[src/rtl/alarm_pkg.sv]
package alarm_pkg;
  typedef struct packed {
    logic setFlag;
    logic clrFlag;
    logic loadPulse;
  } almStrobeT;
endpackage

[src/rtl/alarm_field_cmp.sv]
module alarm_field_cmp #(
  parameter int VAL_W = 7
) (
  input  logic [VAL_W:0]   almReg,
  input  logic [VAL_W-1:0] nowVal,
  output logic             fieldEn,
  output logic             fieldOk
);
  // Bit VAL_W is the enable; a disabled field always agrees.
  assign fieldEn = almReg[VAL_W];
  assign fieldOk = !almReg[VAL_W] || (almReg[VAL_W-1:0] == nowVal);
endmodule

[src/rtl/alarm_datapath.sv]
module alarm_datapath
  import alarm_pkg::*;
#(
  parameter int NUM_FIELDS = 6,
  parameter int VAL_W      = 7,
  parameter int PULSE_LEN  = 16
) (
  input  logic                               clk,
  input  logic                               rstN,
  input  logic                               tick,
  input  logic                               freqOutEn,
  input  logic [NUM_FIELDS-1:0][VAL_W:0]     almVec,
  input  logic [NUM_FIELDS-1:0][VAL_W-1:0]   timeVec,
  input  almStrobeT                          strobe,
  output logic                               hitNow,
  output logic                               flagQ,
  output logic                               pulseActive
);
  localparam int CNT_W = $clog2(PULSE_LEN + 1);
  localparam logic [CNT_W-1:0] PULSE_INIT = CNT_W'(PULSE_LEN);

  logic [NUM_FIELDS-1:0] enVec;
  logic [NUM_FIELDS-1:0] okVec;
  logic                  armed;
  logic [CNT_W-1:0]      pulseCnt;

  for (genvar f = 0; f < NUM_FIELDS; f++) begin : g_field
    alarm_field_cmp #(.VAL_W(VAL_W)) u_cmp (
      .almReg (almVec[f]),
      .nowVal (timeVec[f]),
      .fieldEn(enVec[f]),
      .fieldOk(okVec[f])
    );
  end

  assign armed  = (|enVec) && !freqOutEn;
  assign hitNow = tick && armed && (&okVec);

  always_ff @(posedge clk or negedge rstN) begin
    if (!rstN) begin
      flagQ <= 1'b0;
    end else if (strobe.setFlag) begin
      flagQ <= 1'b1;
    end else if (strobe.clrFlag) begin
      flagQ <= 1'b0;
    end
  end

  always_ff @(posedge clk or negedge rstN) begin
    if (!rstN) begin
      pulseCnt <= '0;
    end else if (strobe.loadPulse) begin
      pulseCnt <= PULSE_INIT;
    end else if (pulseCnt != '0) begin
      pulseCnt <= pulseCnt - 1'b1;
    end
  end

  assign pulseActive = (pulseCnt != '0);
endmodule

[src/rtl/alarm_ctrl.sv]
module alarm_ctrl
  import alarm_pkg::*;
(
  input  logic      hitNow,
  input  logic      modeRepeat,
  input  logic      autoClrEn,
  input  logic      statRd,
  input  logic      statWr,
  input  logic      statWrData,
  input  logic      flagQ,
  input  logic      pulseActive,
  output almStrobeT strobe,
  output logic      irqLow
);
  logic clrReq;

  always_comb begin
    clrReq           = (statWr && !statWrData) || (statRd && autoClrEn);
    strobe.setFlag   = hitNow;
    // A set in the same cycle wins over any clear.
    strobe.clrFlag   = clrReq && !hitNow;
    strobe.loadPulse = hitNow && modeRepeat;
    irqLow           = modeRepeat ? pulseActive : flagQ;
  end
endmodule

[src/rtl/alarm_match_top.sv]
module alarm_match_top
  import alarm_pkg::*;
#(
  parameter int PULSE_LEN = 16
) (
  input  logic       clk,
  input  logic       rstN,
  input  logic       tick,
  input  logic [6:0] timeSec,
  input  logic [6:0] timeMin,
  input  logic [6:0] timeHour,
  input  logic [6:0] timeDate,
  input  logic [6:0] timeMonth,
  input  logic [6:0] timeDow,
  input  logic [7:0] almSec,
  input  logic [7:0] almMin,
  input  logic [7:0] almHour,
  input  logic [7:0] almDate,
  input  logic [7:0] almMonth,
  input  logic [7:0] almDow,
  input  logic       modeRepeat,
  input  logic       autoClrEn,
  input  logic       freqOutEn,
  input  logic       statRd,
  input  logic       statWr,
  input  logic       statWrData,
  output logic       irqN,
  output logic       almFlag
);
  localparam int NUM_FIELDS = 6;
  localparam int VAL_W      = 7;

  logic [NUM_FIELDS-1:0][VAL_W:0]   almVec;
  logic [NUM_FIELDS-1:0][VAL_W-1:0] timeVec;
  almStrobeT strobe;
  logic hitNow;
  logic flagQ;
  logic pulseActive;
  logic irqLow;

  assign almVec  = {almDow, almMonth, almDate, almHour, almMin, almSec};
  assign timeVec = {timeDow, timeMonth, timeDate, timeHour, timeMin, timeSec};

  alarm_datapath #(
    .NUM_FIELDS(NUM_FIELDS),
    .VAL_W     (VAL_W),
    .PULSE_LEN (PULSE_LEN)
  ) u_dp (
    .clk        (clk),
    .rstN       (rstN),
    .tick       (tick),
    .freqOutEn  (freqOutEn),
    .almVec     (almVec),
    .timeVec    (timeVec),
    .strobe     (strobe),
    .hitNow     (hitNow),
    .flagQ      (flagQ),
    .pulseActive(pulseActive)
  );

  alarm_ctrl u_ctrl (
    .hitNow     (hitNow),
    .modeRepeat (modeRepeat),
    .autoClrEn  (autoClrEn),
    .statRd     (statRd),
    .statWr     (statWr),
    .statWrData (statWrData),
    .flagQ      (flagQ),
    .pulseActive(pulseActive),
    .strobe     (strobe),
    .irqLow     (irqLow)
  );

  assign irqN    = !irqLow;
  assign almFlag = flagQ;
endmodule

[config.mk]
export PLATFORM = sky130hd
export DESIGN_NAME = alarm_match_top
export DESIGN_NICKNAME = d
export VERILOG_FILES = /design/src/rtl/alarm_pkg.sv /design/src/rtl/alarm_field_cmp.sv /design/src/rtl/alarm_datapath.sv /design/src/rtl/alarm_ctrl.sv /design/src/rtl/alarm_match_top.sv
export SDC_FILE = /design/constraint.sdc
export NUM_CORES = 1
export LEC_CHECK = 0
export CAP_MARGIN = 20
export CELL_PAD_IN_SITES_DETAIL_PLACEMENT = 1
export CELL_PAD_IN_SITES_GLOBAL_PLACEMENT = 1
export CORE_UTILIZATION = 30
export DETAILED_ROUTE_END_ITERATION = 12
export DONT_BUFFER_PORTS = 1
export GPL_ROUTABILITY_DRIVEN = 1
export PLACE_DENSITY = 0.67
export RECOVER_POWER = 100
export SLEW_MARGIN = 15
export SYNTH_ARGS = -nofsm -noshare
export SYNTH_HDL_FRONTEND = slang
export SYNTH_SLANG_ARGS = --single-unit
[constraint.sdc]
create_clock -name clk -period 1.4 [get_ports clk]
set_input_delay 0.14 -clock clk [delete_from_list [all_inputs] [get_ports clk]]
set_output_delay 0.14 -clock clk [all_outputs]
set_load 0.02 [all_outputs]
==> results_dict.tcl <==
set metrics [dict create \
    ys_warn_count 0 \
    synth_edf_count 0 \
    grt_pass1_wl_mm 2.99 \
    path_class "reg2out" \
    syn_area_um2 846 \
    maxCapViolCount 0 \
    cp-end-kind "output pin" \
    multi_input_area_um2 731 \
    cts_tree "yes" \
    final.setup_skew_ns 0.00614 \
    clk_pin_slew_ns 0.05 \
    p_leak_nw 0.374 \
    setup_ws_ns -0.125 \
    synth.avg_cell_area_um2 9.19 \
    hp-class "in2reg" \
    die_width_um 55.1 \
    cts.sinks 6 \
    ys_seq_area_share_pct 17.8 \
    dr.pass1.iters 4 \
    setup_viol 1 \
    pin_count 101 \
    synthTopCellsByCount "26 x xnor2_1, 18 x xor2_1, 7 x nand4_1" \
    antennaDiodeCount 0 \
    num_rows 18 \
    synthTopCellsByArea "xnor2_1 27%, xor2_1 19%, dfrtp_1 18%" \
    min_period_ns 1.52 \
    grtUsageTotal_pct 14.4 \
    dieHeight_um 55.1 \
    min_path_cells 3 \
    synth.largest_area_cell "xnor2_1" \
    hpwlAfterDp_mm 2.02 \
    status "finished with violations" \
    slew_violations 0 \
    area_delta_synth_final_pct 20.9 \
    cts_buffers 3 \
    detail-route-antenna-nets 0 \
    powerDensity_nw_per_um2 1160 \
    start_kind "register" \
    dr.first_iter.drc_count 10 \
    grt_overflow 0 \
    totalWireLength_mm 2.14 \
    fill_cells 316 \
    syn_inst 92 \
    fmax_mhz 656 \
    irDropWorstVdd_mv 0.574 \
    synth-seq-cells 6 \
    routedWlPerCell_um 15.9 \
    port_buffers 0 \
    pre_cts_ws_ns -0.163 \
    grt_pass1_vias 736 \
    clock_latency_ns 0.25 \
    yosysMostFrequentCell "xnor2_1" \
    final_nets 207 \
    place_congestion 0.693 \
    crit_fanout 2 \
    ys.flop_type "dfrtp_1" \
    core_um2 2570 \
    vias 766 \
    relSlewSlack_pct 77.5 \
    htree_levels 1 \
    drc 0 \
    syn-num-nets 193 \
    async_flop_share_pct 100 \
    initial_core_util_pct 32.9 \
    detail_route.vias_per_cell 5.72 \
    cts_buffer_depth 2 \
    drive_gt1_share_pct 22.1 \
    synth.distinct_cells 23 \
    totalPowerFinal_w 0.00119 \
    hold_viol 0 \
    seq_area_um2 150 \
    cts-root-buf "clkbuf_4" \
    violations "negative setup slack" \
    grt_max_degree 7 \
    netlist.area_leader.share_pct 26.9 \
    worstPathRequired_ns 1.26 \
    antenna_found_initial 0 \
    worst_ep_arrival_time_ns 1.38 \
    worst_pin_slew_ns 0.336 \
    dieArea_um2 3040 \
    r2r_cells 7 \
    rsz0062_at_grt "true" \
    period_share_pct 109 \
]
## timing repair
| item | CTS | global route |
|---|---|---|
| buffers inserted | 2 | 2 |
| endpoints found under the hold margin | 6 | 0 |
| cloned | 0 | 0 |
| hold buffers | 1 | 0 |
| setup endpoints to repair | 3 | 6 |
| pin swaps | 1 | 4 |
| gates resized for setup | 5 | 6 |
## report_power, final
part / internal [W] / leakage (nW) / switching [W] / total (W)
Sequential: 0.000252 / 0.0741 / 0.0000841 / 0.000336
Combinational: 0.000400 / 0.286 / 0.000290 / 0.000689
Clock: 0.0000971 / 0.0138 / 0.0000649 / 0.000162
Total: 0.000749 / 0.374 / 0.000439 / 0.00119
## final cells by class
| cell class | count | area share, % |
|---|---|---|
| multi-input cells | 84 | 71.5 |
| clock buffers | 3 | 2.20 |
| inverters | 2 | 0.734 |
| well taps | 30 | 3.67 |
| flip-flops and latches | 6 | 14.7 |
| repair buffers | 9 | 7.22 |
## per-layer routing
layer  global-route usage (%)  routed length (um)  share of wire, %
met1                     13.6                 635                30
met2                     28.9                1260                59
met3                     2.46                 197               9.2
met4                     7.50                  44               2.1
met5                        0                   0                 0
## sequential cells by signal, indices dropped and copies added (netlist names)
register       cells
u_dp.pulseCnt      5
u_dp.flagQ         1
## placed cells by master (no fill, tap or decap)
cell type	count
xnor2_1	25
xor2_1	18
nand4_1	7
buf_4	7
dfrtp_1	6
nand2_1	4
nor3_1	4
o41ai_2	4
nor2_1	4
clkbuf_4	3
inv_2	2
nor4b_4	2
o21ai_1	1
nor2_2	1
a21oi_2	1
or4_1	1
nor3b_1	1
o41a_1	1
o41ai_1	1
xnor2_2	1
or3_1	1
a21oi_1	1
nand2b_1	1
nand3_1	1
o31ai_1	1
a211o_1	1
ha_4	1
ha_1	1
dlygate4sd3_1	1
buf_6	1
## worst paths after layout
check	slack, ns	start	endpoint
max in group asynchronous	0.97	rstN	u_dp.pulseCnt[4]
worst min-delay path	0.12	statWr	u_dp.flagQ
worst min register to register	0.58	u_dp.pulseCnt[4]	u_dp.pulseCnt[4]
worst max register to register	0.02	u_dp.pulseCnt[1]	u_dp.pulseCnt[3]
worst max-delay path	-0.12	u_dp.pulseCnt[1]	irqN
min in group asynchronous	0.20	rstN	u_dp.pulseCnt[0]
## worst max-delay path, cell delays in order, from the launching register on
cell	delay, ns
dfrtp_1	0.39
inv_2	0.09
ha_4	0.13
nor4b_4	0.22
nand2_1	0.08
o21ai_1	0.07
buf_4	0.15
## metrics by stage
step	setup TNS, ns	utilization [%]	cell area, um^2	hold slack [ns]	cells
2_1_floorplan	0	-	855	-0.156	92
3_3_place_gp	-0.702	36.2	930	-0.155	127
3_5_place_dp	-0.773	36.2	930	-0.155	127
4_1_cts	-0.152	38.3	982	0.122	132
5_1_grt	-0.426	39.8	1020	0.155	134
6_report	-0.125	39.8	1020	0.116	134
## logic make-up (layout without fill, tap and decap cells)
| kind of cell | after synthesis | count (layout) | synth area share (%) |
|---|---|---|---|
| flip-flops | 6 | 6 | 17.8 |
| AO/OA/AOI/OAI | 11 | 11 | 12.9 |
| XOR/XNOR | 44 | 44 | 45.6 |
| AND/OR/NAND/NOR | 27 | 27 | 20.0 |
| adder cells (fa/ha/maj) | 2 | 2 | 2.96 |
| buffers and inverters | 2 | 14 | 0.888 |
Note: power is estimated with default switching activity, not from simulation.
